===== config.mk =====
export PLATFORM = sky130hd
export DESIGN_NAME = insn_decode_agu
export DESIGN_NICKNAME = d
export VERILOG_FILES = /design/src/rtl/idagu_pkg.sv /design/src/rtl/idagu_fields.sv /design/src/rtl/idagu_classify.sv /design/src/rtl/idagu_opsel.sv /design/src/rtl/idagu_agu.sv /design/src/rtl/insn_decode_agu.sv
export SDC_FILE = /design/constraint.sdc
export NUM_CORES = 1
export LEC_CHECK = 0
export BUFFER_PORTS_ARGS = -buffer_cell sky130_fd_sc_hd__buf_4
export CAP_MARGIN = 20
export CORE_MARGIN = 3
export CORE_UTILIZATION = 30
export DETAILED_ROUTE_END_ITERATION = 8
export PLACE_DENSITY = 0.69
export SLEW_MARGIN = 10
export SYNTH_ARGS = -nofsm -noshare
export SYNTH_HDL_FRONTEND = slang
export SYNTH_SLANG_ARGS = --single-unit

===== constraint.sdc =====
create_clock -name vclk -period 7.7
set_input_delay 1.925 -clock vclk [all_inputs]
set_output_delay 1.925 -clock vclk [all_outputs]
set_load 0.005 [all_outputs]

===== src/rtl/idagu_pkg.sv =====
package idagu_pkg;
   localparam int INSN_W = 32;
   localparam int OPC_W  = 6;
   localparam int RIDX_W = 5;
   localparam int DISP_W = 16;

   typedef enum logic [3:0] {
      ALU_ADD, ALU_SUB, ALU_MUL, ALU_DIV,
      ALU_AND, ALU_OR,  ALU_XOR, ALU_EQ,
      ALU_NE,  ALU_LT,  ALU_LE,  ALU_GT,
      ALU_GE,  ALU_SHL, ALU_SHR, ALU_MOD
   } alu_op_e;

   typedef enum logic [2:0] {
      BR_NONE, BR_JMP, BR_JAL, BR_JT, BR_JF, BR_RET
   } br_e;

   typedef enum logic [1:0] {
      WS_ALU, WS_MEM, WS_LINK
   } wsrc_e;

   typedef enum logic [2:0] {
      AM_NONE, AM_ABS, AM_DISP, AM_INDEX, AM_PUSH, AM_POP
   } amode_e;

   localparam logic [OPC_W-1:0] OPC_NOP_A     = 6'd0;
   localparam logic [OPC_W-1:0] OPC_LD_ABS    = 6'd1;
   localparam logic [OPC_W-1:0] OPC_LD_DISP   = 6'd2;
   localparam logic [OPC_W-1:0] OPC_ST_ABS    = 6'd3;
   localparam logic [OPC_W-1:0] OPC_ST_DISP   = 6'd4;
   localparam logic [OPC_W-1:0] OPC_NOP_B     = 6'd5;
   localparam logic [OPC_W-1:0] OPC_JMP       = 6'd6;
   localparam logic [OPC_W-1:0] OPC_JAL       = 6'd7;
   localparam logic [OPC_W-1:0] OPC_JT        = 6'd8;
   localparam logic [OPC_W-1:0] OPC_JF        = 6'd9;
   localparam logic [OPC_W-1:0] OPC_IMM_LO    = 6'd10;
   localparam logic [OPC_W-1:0] OPC_IMM_HI    = 6'd25;
   localparam logic [OPC_W-1:0] OPC_REG_LO    = 6'd32;
   localparam logic [OPC_W-1:0] OPC_REG_HI    = 6'd47;
   localparam logic [OPC_W-1:0] OPC_LD_IDX    = 6'd48;
   localparam logic [OPC_W-1:0] OPC_ST_IDX    = 6'd49;
   localparam logic [OPC_W-1:0] OPC_RET       = 6'd50;
   localparam logic [OPC_W-1:0] OPC_TRAP      = 6'd51;
   localparam logic [OPC_W-1:0] OPC_PUSH      = 6'd52;
   localparam logic [OPC_W-1:0] OPC_POP       = 6'd53;

   typedef struct packed {
      logic    legal;
      logic    alu_valid;
      logic    alu_imm;
      alu_op_e alu_op;
      br_e     br;
      logic    br_reg;
      logic    wr_req;
      logic    wr_to_b;
      wsrc_e   wsrc;
      logic    ptr_req;
      logic    mem_rd;
      logic    mem_wr;
      amode_e  amode;
      logic    store_b;
      logic    trap;
      logic    split;
   } ctrl_t;
endpackage


===== src/rtl/idagu_fields.sv =====
module idagu_fields
   import idagu_pkg::*;
#(
   parameter int IW  = INSN_W,
   parameter int OW  = OPC_W,
   parameter int RW  = RIDX_W,
   parameter int FW  = DISP_W
) (
   input  logic [IW-1:0] insn,
   output logic [OW-1:0] opc,
   output logic [RW-1:0] fa,
   output logic [RW-1:0] fb,
   output logic [RW-1:0] fc,
   output logic [FW-1:0] disp
);
   localparam int OP_LSB = IW - OW;
   localparam int A_LSB  = OP_LSB - RW;
   localparam int B_LSB  = A_LSB - RW;

   generate
      if (B_LSB != FW) begin : g_layout_bad
         $error("idagu_fields: field widths do not fill the word");
      end
      if (RW > FW) begin : g_ridx_bad
         $error("idagu_fields: third index wider than the field");
      end
   endgenerate

   assign opc  = insn[IW-1:OP_LSB];
   assign fa   = insn[OP_LSB-1:A_LSB];
   assign fb   = insn[A_LSB-1:B_LSB];
   assign disp = insn[FW-1:0];
   assign fc   = disp[RW-1:0];
endmodule


===== src/rtl/idagu_classify.sv =====
module idagu_classify
   import idagu_pkg::*;
(
   input  logic [OPC_W-1:0] opc,
   output ctrl_t            ctl
);
   always_comb begin
      ctl        = '0;
      ctl.alu_op = ALU_ADD;
      ctl.br     = BR_NONE;
      ctl.wsrc   = WS_ALU;
      ctl.amode  = AM_NONE;
      case (opc) inside
         OPC_NOP_A, OPC_NOP_B: begin
            ctl.legal = 1'b1;
         end
         OPC_LD_ABS: begin
            ctl.legal  = 1'b1;
            ctl.wr_req = 1'b1;
            ctl.wsrc   = WS_MEM;
            ctl.mem_rd = 1'b1;
            ctl.amode  = AM_ABS;
         end
         OPC_LD_DISP: begin
            ctl.legal  = 1'b1;
            ctl.wr_req = 1'b1;
            ctl.wsrc   = WS_MEM;
            ctl.mem_rd = 1'b1;
            ctl.amode  = AM_DISP;
         end
         OPC_ST_ABS: begin
            ctl.legal  = 1'b1;
            ctl.mem_wr = 1'b1;
            ctl.amode  = AM_ABS;
         end
         OPC_ST_DISP: begin
            ctl.legal  = 1'b1;
            ctl.mem_wr = 1'b1;
            ctl.amode  = AM_DISP;
         end
         OPC_JMP: begin
            ctl.legal = 1'b1;
            ctl.br    = BR_JMP;
         end
         OPC_JAL: begin
            ctl.legal  = 1'b1;
            ctl.br     = BR_JAL;
            ctl.wr_req = 1'b1;
            ctl.wsrc   = WS_LINK;
         end
         OPC_JT: begin
            ctl.legal = 1'b1;
            ctl.br    = BR_JT;
         end
         OPC_JF: begin
            ctl.legal = 1'b1;
            ctl.br    = BR_JF;
         end
         [OPC_IMM_LO:OPC_IMM_HI]: begin
            ctl.legal     = 1'b1;
            ctl.alu_valid = 1'b1;
            ctl.alu_imm   = 1'b1;
            ctl.alu_op    = alu_op_e'(4'(opc - OPC_IMM_LO));
            ctl.wr_req    = 1'b1;
         end
         [OPC_REG_LO:OPC_REG_HI]: begin
            ctl.legal     = 1'b1;
            ctl.alu_valid = 1'b1;
            ctl.alu_op    = alu_op_e'(4'(opc - OPC_REG_LO));
            ctl.wr_req    = 1'b1;
         end
         OPC_LD_IDX: begin
            ctl.legal  = 1'b1;
            ctl.wr_req = 1'b1;
            ctl.wsrc   = WS_MEM;
            ctl.mem_rd = 1'b1;
            ctl.amode  = AM_INDEX;
         end
         OPC_ST_IDX: begin
            ctl.legal  = 1'b1;
            ctl.mem_wr = 1'b1;
            ctl.amode  = AM_INDEX;
         end
         OPC_RET: begin
            ctl.legal  = 1'b1;
            ctl.br     = BR_RET;
            ctl.br_reg = 1'b1;
         end
         OPC_TRAP: begin
            ctl.legal = 1'b1;
            ctl.trap  = 1'b1;
         end
         OPC_PUSH: begin
            ctl.legal   = 1'b1;
            ctl.ptr_req = 1'b1;
            ctl.mem_wr  = 1'b1;
            ctl.amode   = AM_PUSH;
            ctl.store_b = 1'b1;
            ctl.split   = 1'b1;
         end
         OPC_POP: begin
            ctl.legal   = 1'b1;
            ctl.ptr_req = 1'b1;
            ctl.wr_req  = 1'b1;
            ctl.wr_to_b = 1'b1;
            ctl.wsrc    = WS_MEM;
            ctl.mem_rd  = 1'b1;
            ctl.amode   = AM_POP;
            ctl.split   = 1'b1;
         end
         default: begin
            ctl.legal = 1'b0;
         end
      endcase
   end

   always_comb begin
      AST_STROBE_EXCL_CLS: assert (!(ctl.mem_rd && ctl.mem_wr)) else $error("class sets both strobes");
      AST_SPLIT_IS_STACK: assert (!ctl.split || (ctl.amode == AM_PUSH) || (ctl.amode == AM_POP)) else $error("split outside stack op");
   end
endmodule


===== src/rtl/idagu_opsel.sv =====
module idagu_opsel
   import idagu_pkg::*;
#(
   parameter int DATA_W = 32
) (
   input  logic [DISP_W-1:0] disp,
   input  logic              use_imm,
   input  logic [DATA_W-1:0] rc_val,
   output logic [DATA_W-1:0] imm_sx,
   output logic [DATA_W-1:0] opb
);
   localparam int EXT_W = DATA_W - DISP_W;

   generate
      if (EXT_W > 0) begin : g_sext
         assign imm_sx = {{EXT_W{disp[DISP_W-1]}}, disp};
      end else if (EXT_W == 0) begin : g_same
         assign imm_sx = disp;
      end else begin : g_narrow
         $error("idagu_opsel: DATA_W below field width");
      end
   endgenerate

   assign opb = use_imm ? imm_sx : rc_val;
endmodule


===== src/rtl/idagu_agu.sv =====
module idagu_agu
   import idagu_pkg::*;
#(
   parameter int DATA_W = 32,
   parameter int ADDR_W = 32
) (
   input  amode_e            amode,
   input  logic [DISP_W-1:0] disp,
   input  logic [DATA_W-1:0] imm_sx,
   input  logic [DATA_W-1:0] ra_val,
   input  logic [DATA_W-1:0] rb_val,
   input  logic [DATA_W-1:0] rc_val,
   input  logic              store_b,
   output logic [ADDR_W-1:0] mem_addr,
   output logic [DATA_W-1:0] ptr_value,
   output logic [DATA_W-1:0] store_data
);
   localparam logic [DATA_W-1:0] ONE = DATA_W'(1);

   logic [DATA_W-1:0] ea_abs, ea_disp, ea_idx, sp_inc, sp_dec, ea_full;

   generate
      if (ADDR_W > DATA_W) begin : g_addr_bad
         $error("idagu_agu: ADDR_W wider than DATA_W");
      end
   endgenerate

   assign ea_abs  = DATA_W'(disp);
   assign ea_disp = imm_sx + rb_val;
   assign ea_idx  = rb_val + rc_val;
   assign sp_inc  = ra_val + ONE;
   assign sp_dec  = ra_val - ONE;

   always_comb begin
      case (amode)
         AM_ABS:   ea_full = ea_abs;
         AM_DISP:  ea_full = ea_disp;
         AM_INDEX: ea_full = ea_idx;
         AM_PUSH:  ea_full = sp_inc;
         AM_POP:   ea_full = ra_val;
         default:  ea_full = '0;
      endcase
   end

   assign ptr_value  = (amode == AM_POP) ? sp_dec : sp_inc;
   assign store_data = store_b ? rb_val : ra_val;

   generate
      if (ADDR_W == DATA_W) begin : g_addr_full
         assign mem_addr = ea_full;
      end else begin : g_addr_trunc
         assign mem_addr = ea_full[ADDR_W-1:0];
      end
   endgenerate

   always_comb begin
      AST_PUSH_AT_NEW_PTR: assert ((amode != AM_PUSH) || (ea_full == ptr_value)) else $error("push address off pointer");
      AST_POP_AT_OLD_PTR: assert ((amode != AM_POP) || ((ptr_value + ONE) == ea_full)) else $error("pop address off pointer");
   end
endmodule


===== src/rtl/insn_decode_agu.sv =====
module insn_decode_agu
   import idagu_pkg::*;
#(
   parameter int DATA_W = 32,
   parameter int ADDR_W = 32
) (
   input  logic [INSN_W-1:0] instr,
   input  logic [DATA_W-1:0] ra_val,
   input  logic [DATA_W-1:0] rb_val,
   input  logic [DATA_W-1:0] rc_val,
   output logic [RIDX_W-1:0] ra_idx,
   output logic [RIDX_W-1:0] rb_idx,
   output logic [RIDX_W-1:0] rc_idx,
   output logic              alu_valid,
   output logic [3:0]        alu_op,
   output logic [DATA_W-1:0] opb,
   output logic              wr_en,
   output logic [RIDX_W-1:0] wr_idx,
   output logic [1:0]        wr_src,
   output logic              ptr_wr_en,
   output logic [RIDX_W-1:0] ptr_wr_idx,
   output logic [DATA_W-1:0] ptr_value,
   output logic              mem_rd,
   output logic              mem_wr,
   output logic [ADDR_W-1:0] mem_addr,
   output logic [DATA_W-1:0] store_data,
   output logic [2:0]        br_kind,
   output logic [ADDR_W-1:0] br_target,
   output logic              split_req,
   output logic              trap,
   output logic              illegal
);
   logic [OPC_W-1:0]  opc;
   logic [DISP_W-1:0] disp;
   logic [DATA_W-1:0] imm_sx;
   ctrl_t             ctl;

   idagu_fields u_fields (
      .insn (instr),
      .opc  (opc),
      .fa   (ra_idx),
      .fb   (rb_idx),
      .fc   (rc_idx),
      .disp (disp)
   );

   idagu_classify u_cls (
      .opc (opc),
      .ctl (ctl)
   );

   idagu_opsel #(.DATA_W(DATA_W)) u_opsel (
      .disp    (disp),
      .use_imm (ctl.alu_imm),
      .rc_val  (rc_val),
      .imm_sx  (imm_sx),
      .opb     (opb)
   );

   idagu_agu #(.DATA_W(DATA_W), .ADDR_W(ADDR_W)) u_agu (
      .amode      (ctl.amode),
      .disp       (disp),
      .imm_sx     (imm_sx),
      .ra_val     (ra_val),
      .rb_val     (rb_val),
      .rc_val     (rc_val),
      .store_b    (ctl.store_b),
      .mem_addr   (mem_addr),
      .ptr_value  (ptr_value),
      .store_data (store_data)
   );

   assign alu_valid  = ctl.alu_valid;
   assign alu_op     = ctl.alu_op;
   assign wr_idx     = ctl.wr_to_b ? rb_idx : ra_idx;
   assign wr_en      = ctl.wr_req && (wr_idx != '0);
   assign wr_src     = ctl.wsrc;
   assign ptr_wr_idx = ra_idx;
   assign ptr_wr_en  = ctl.ptr_req && (ra_idx != '0);
   assign mem_rd     = ctl.mem_rd;
   assign mem_wr     = ctl.mem_wr;
   assign br_kind    = ctl.br;
   assign br_target  = ctl.br_reg ? ra_val[ADDR_W-1:0] : ADDR_W'(disp);
   assign split_req  = ctl.split;
   assign trap       = ctl.trap;
   assign illegal    = !ctl.legal;

   always_comb begin
      AST_STROBE_EXCL: assert (!(mem_rd && mem_wr)) else $error("both strobes high");
      AST_ZERO_DEST_WR: assert (!(wr_en && (wr_idx == '0))) else $error("write to index 0");
      AST_ZERO_DEST_PTR: assert (!(ptr_wr_en && (ptr_wr_idx == '0))) else $error("pointer write to index 0");
      AST_ILLEGAL_QUIET: assert (!illegal || !(wr_en || ptr_wr_en || mem_rd || mem_wr || trap || split_req)) else $error("illegal opcode has effect");
   end
endmodule


# Word-level counts from Yosys, hierarchy flattened

Index checks and enable logic that the tools add are counted.

Output and inout bits: 202
Register bits: 0
Word-level logic and storage cells: 254

Mux-type cells: 215
Reductions and logical operators: 9
Equal/unequal tests: 20
Magnitude comparators: 4
Add/sub/neg operators: 6

Operators with widths:

| cell                                                                                | number |
|---|---|
| 32-bit one-hot mux with 5 select lines                                              | 1 |
| 1-bit two-way mux                                                                   | 151 |
| 32-bit two-way mux                                                                  | 4 |
| 3-bit two-way mux                                                                   | 31 |
| 32-bit adder                                                                        | 2 |
| 4-bit two-way mux                                                                   | 11 |
| 6-bit equality test, second input constant                                          | 6 |
| 32-bit by 1-bit adder with 32-bit output, second input constant                     | 1 |
| 2-bit two-way mux                                                                   | 16 |
| 32-bit by 1-bit subtractor with 32-bit output, second input constant                | 1 |
| 6-bit by 3-bit equality test with 1-bit output, second input constant               | 4 |
| 6-bit by 2-bit equality test with 1-bit output, second input constant               | 2 |
| 6-bit by 4-bit equality test with 1-bit output, second input constant               | 2 |
| 5-bit nonzero test                                                                  | 2 |
| 3-bit by 2-bit equality test with 1-bit output, second input constant               | 2 |
| 3-bit equality test, second input constant                                          | 2 |
| 6-bit by 1-bit equality test with 1-bit output, second input constant               | 1 |
| 6-bit by 4-bit greater-or-equal comparator with 1-bit output, second input constant | 1 |
| 6-bit greater-or-equal comparator, second input constant                            | 1 |
| 6-bit by 5-bit less-or-equal comparator with 1-bit output, second input constant    | 1 |
| 6-bit less-or-equal comparator, second input constant                               | 1 |
| 6-bit logical NOT                                                                   | 1 |
| 5-bit two-way mux                                                                   | 1 |
| 1-bit logical AND                                                                   | 4 |
| 5 further kinds                                                                     | 5 |

# Depth between registers and ports, before layout

Depth after elaboration: 21
Gate-level depth with buffers: 16
Depth with buffers taken out: 14

# Hierarchy

A second synthesis with hierarchy kept.

Cells, all modules: 906
Area, all modules: 6820.3 um^2

By module, submodules not included:

| module          | area each (um^2) | times used | cells an instance | sequential area each (um^2) |
|---|---|---|---|---|
| idagu_agu       | 4779.6           | 1          | 655               | 0.0 |
| idagu_opsel     | 789.5            | 1          | 69                | 0.0 |
| idagu_classify  | 545.5            | 1          | 94                | 0.0 |
| insn_decode_agu | 427.9            | 1          | 51                | 0.0 |
| idagu_fields    | 277.8            | 1          | 37                | 0.0 |

# Worst setup path before layout

OpenSTA, ideal clock, no wires.

Kind: input-to-output
Start point: input instr[28]
End point: output mem_addr[28]
Arrival time: 5.918 ns
Data required time: 5.775 ns
Path slack: -0.143 ns
Stages on the path: 14
Cell sequence: clkbuf_1 > nor4_1 > clkbuf_1 > mux2_2 > ha_1 > nand2_1 > nor3_1 > a21oi_1 > a2111oi_2 > nor2_1 > o41ai_1 > a31oi_1 > or4b_1 > nand3_1

Word-level cells in the longest chain between the ends: 20
Elaborated cells between the ends (all ways): 46
Those cells by class: 4 x order compare; 20 x eq/ne; 18 x mux; 4 x reduce/logical

Ends and longest elaborated chain:

| element                                           | RTL line              | source |
|---|---|---|
| from (decl)                                       | insn_decode_agu.sv:7  | `input logic [INSN_W-1:0] instr,` |
| 6-bit equality test (no source line)              | -                     |  |
| 3-bit two-way mux (16 in a row)                   | idagu_classify.sv:13  | `case (opc) inside` |
| 3-bit two-way mux (*)                             | idagu_classify.sv:13  |  |
| 3-bit equality test, or another cell as far along | idagu_agu.sv:35       | `case (amode)` |
| 32-bit one-hot mux with 5 select lines (*)        | idagu_agu.sv:35       |  |
| to (decl)                                         | insn_decode_agu.sv:25 | `output logic [ADDR_W-1:0] mem_addr,` |

Mark *: on every way between the ends. The rest lies on a longest branch, timed or not.

# Worst setup path after layout

Start point: input instr[27]
End point: output mem_addr[30]

The elaborated chain is that of the path after synthesis.

==> Implementation_results.wiki <==
{| class="wikitable"
! Metric !! Value
|-
| Count of filler cells inserted in the layout || 1830
|-
| Design area || 7970 um^2
|-
| Data arrival time of the critical path || 5.58 ns
|-
| Dominant cells by area after synthesis || sky130_fd_sc_hd__mux2_2 14%, sky130_fd_sc_hd__ha_1 9.6%, sky130_fd_sc_hd__xor2_1 7.9%
|-
| Number of standard cells in the final layout excluding fillers || 1291
|-
| Total Routing Usage GR || 23.4%
|-
| Post-detailed-routing wire length || 25.0 mm
|-
| Setup crit end kind || output pin
|-
| Crit. path cell count || 16
|-
| First-pass detailed-route iteration total || 5
|-
| IR Drop Worst-Case VDD || 0.0278 mV
|-
| Last weighted congestion value of the routability-driven placer || 0.935
|-
| Iter 0 DRT Violations || 390
|-
| Vias in the first global route || 6751
|-
| Tcrit/Tclk final || 97.4%
|-
| Max-cap violations || 0
|-
| Critical path class || input pin to output pin
|-
| Maximum number of pins on one net before global-route repair || 39
|-
| Core box area || 17400 um^2
|-
| Area of placed instances || 7920 um^2
|-
| Synthesized net count || 966
|-
| Routed via count || 7151
|-
| Final antenna-violating net count || 0
|-
| Min-Delay Startpoint || instr[18]
|-
| Lkg Pwr || 0.00390 uW
|-
| Wire length of the first global-routing pass || 37.8 mm
|-
| Post-Place Cells || 1291
|-
| Cells along the critical path || buf_4, nor4_4, buf_12, mux2_2, ha_2, nand2_1, nor3_1, a21oi_1, a2111oi_4, nor2_1, o41ai_2, buf_4, a31oi_1, or4b_1, nand3_1, buf_4
|-
| Area of combinational cells with multiple inputs || 4950 um^2
|-
| Total overflow reported by the global router || 0
|-
| Pins Over Slew Limit || 0
|-
| Avg Cell Area, Syn || 6.71 um^2
|-
| Vias/cell || 5.54
|-
| Width of the die || 139 um
|-
| Number of top-level design ports || 330
|-
| Row cnt || 48
|-
| Syn-to-layout area delta || 49.0%
|-
| Nets@finish || 1238
|-
| Hold Crit Class || input pin to output pin
|-
| Layout cells sized above 1 || 41.5%
|-
| Half-perimeter wire length of the detailed placement result || 20.4 mm
|-
| Worst path buffer plus inverter count || 4
|-
| Type of element launching the critical path || input pin
|-
| Library cell with the largest summed area after synthesis || sky130_fd_sc_hd__mux2_2
|-
| Number of distinct library cells after synthesis || 59
|-
| Number of clock buffer instances in the layout || 0
|-
| Detailed-route DRC error count || 0
|-
| Instance count along the most critical hold path || 2
|-
| Worst-path maximum fanout || 17
|-
| Result of the run || finished, final reports clean
|-
| Die height || 139 um
|-
| Seq. cell area || 0 um^2
|-
| Number of antenna violations at the first check in global routing || 0
|-
| Worst-margin pin slew || 1.07 ns
|-
| Final critical-path required period || 7.50 ns
|-
| Post-synthesis instance area || 5350 um^2
|-
| Unrepaired setup endpoints after global routing || true
|-
| Family of cells with the greatest summed delay on the critical path || simple AND/OR/NAND/NOR gates
|-
| Post-layout power || 476 uW
|-
| Worst setup path startpoint || instr[27]
|-
| Yosys synthesis warning count || 0
|-
| Avg WL per Cell || 19.3 um
|-
| Cell count after synthesis || 796
|-
| Fmax || 133 MHz
|-
| Total count of hold-check failures in the final report || 0
|-
| Setup-violating endpoint count in the final report || 0
|-
| Die Footprint || 19500 um^2
|-
| Required arrival time at the worst endpoint || 5.78 ns
|-
| Post-CTS setup-driven buffer insertion count || 0
|-
| Part of the Yosys area used for sequential elements || 0%
|-
| Worst slew margin relative to its limit || 28.8%
|-
| Cell area power density || 59.8 nW/um^2
|-
| Largest incremental delay on the critical path || 0.52 ns
|-
| Number of flip-flops and latches || 0
|-
| Starting density of the core || 30.8%
|-
| Ant diodes || 0
|-
| # port buffers || 330
|-
| Most prevalent standard cell on the critical path || sky130_fd_sc_hd__buf_4
|-
| Slowest cell on crit path || sky130_fd_sc_hd__or4b_1
|-
| Proportion of netlist area held by the largest area contributor || 13.7%
|}
==> cell type report <==
cell class                      count  area share [%]
Multi-Input combinational cell    695            62.1
Timing Repair Buffer              354            33.5
Tap cell                          225            3.53
Inverter                           17           0.817
==> final timing paths <==
| check | endpoint | slack [ns] |
|---|---|---|
| max | mem_addr[30] | 0.20 |
| min | rb_idx[2] | 4.03 |
==> cells in the mapped netlist (3+ instances only) <==
cell type,n
sky130_fd_sc_hd__nand2_1,106
sky130_fd_sc_hd__or3_1,9
sky130_fd_sc_hd__nor4_1,6
sky130_fd_sc_hd__o41ai_1,3
sky130_fd_sc_hd__o22ai_1,20
sky130_fd_sc_hd__nor3_1,13
sky130_fd_sc_hd__nor4b_1,3
sky130_fd_sc_hd__a31oi_1,13
sky130_fd_sc_hd__buf_1,5
sky130_fd_sc_hd__o32ai_1,8
sky130_fd_sc_hd__or2_2,3
sky130_fd_sc_hd__nor3b_1,5
sky130_fd_sc_hd__o21ai_0,40
sky130_fd_sc_hd__nand4_1,11
sky130_fd_sc_hd__o221ai_1,7
sky130_fd_sc_hd__ha_1,41
sky130_fd_sc_hd__buf_4,21
sky130_fd_sc_hd__a22oi_1,10
sky130_fd_sc_hd__clkbuf_1,54
sky130_fd_sc_hd__a21o_1,49
sky130_fd_sc_hd__xor2_1,48
sky130_fd_sc_hd__nor2b_1,5
sky130_fd_sc_hd__a21oi_1,45
sky130_fd_sc_hd__and3_1,22
sky130_fd_sc_hd__nor2_1,47
sky130_fd_sc_hd__nand3_1,21
sky130_fd_sc_hd__xnor2_1,43
sky130_fd_sc_hd__o31ai_1,3
sky130_fd_sc_hd__inv_1,16
sky130_fd_sc_hd__mux2_2,65
sky130_fd_sc_hd__and2_1,6
sky130_fd_sc_hd__a211oi_1,5
sky130_fd_sc_hd__o21bai_1,3
sky130_fd_sc_hd__nand2b_1,7
==> per-stage QoR <==
step	setup slack, ns	TNS [ns]	hold slack, ns	util, %
4_1_cts	0.0774	0	4.03	45.7
5_1_grt	-0.00328	-0.00328	4.03	45.9
3_5_place_dp	0.0136	0	4.03	45.6
6_report	0.199	0	4.03	45.9
2_1_floorplan	0.0215	0	3.91	-
3_3_place_gp	0.0872	0	4.03	45.6
==> where the power goes <==
group / switching [uW] / leakage, uW / internal (uW)
sequential: 0 / 0 / 0
combinational: 237 / 0.00390 / 239
clock: 0 / 0 / 0
total: 237 / 0.00390 / 239
==> routing by layer <==
| layer | GRT usage, % | up-vias | wire length, um |
|---|---|---|---|
| li1 | - | 3403 | - |
| met1 | 31.0 | 3362 | 10500 |
| met2 | 41.2 | 349 | 12100 |
| met3 | 2.20 | 37 | 1820 |
| met4 | 4.99 | 0 | 618 |
| met5 | 0 | - | 0 |
==> timing repair <==
item,4_1_cts,5_1_grt
setup endpoints to repair,1,3
gates resized for setup,1,5
hold buffers,0,0
pin swaps,0,2
==> cell usage in the layout (no fill, tap or decap), types with 9 or more instances in the layout <==
cell,instances
sky130_fd_sc_hd__buf_4,353
sky130_fd_sc_hd__xor2_1,48
sky130_fd_sc_hd__or3_1,9
sky130_fd_sc_hd__and3_1,22
sky130_fd_sc_hd__nor2_1,45
sky130_fd_sc_hd__inv_1,16
sky130_fd_sc_hd__nand4_1,11
sky130_fd_sc_hd__nor3_1,12
sky130_fd_sc_hd__nand2_1,106
sky130_fd_sc_hd__a21oi_1,45
sky130_fd_sc_hd__nand3_1,21
sky130_fd_sc_hd__ha_1,38
sky130_fd_sc_hd__a22oi_1,10
sky130_fd_sc_hd__o21ai_0,40
sky130_fd_sc_hd__mux2_2,65
sky130_fd_sc_hd__a21o_1,49
sky130_fd_sc_hd__xnor2_1,43
sky130_fd_sc_hd__o22ai_1,20
sky130_fd_sc_hd__a31oi_1,12
==> logic make-up (layout without fill, tap and decap cells) <==
group	after synthesis	count (layout)	share of synthesized area, %
compound gates	217	217	26.5
simple gates	278	278	25.8
xor+xnor	91	91	14.9
fa+ha+maj	42	42	9.97
buf+inv	101	371	8.80
mux	67	67	14.1
No activity file was read; power rests on OpenSTA's default activity.
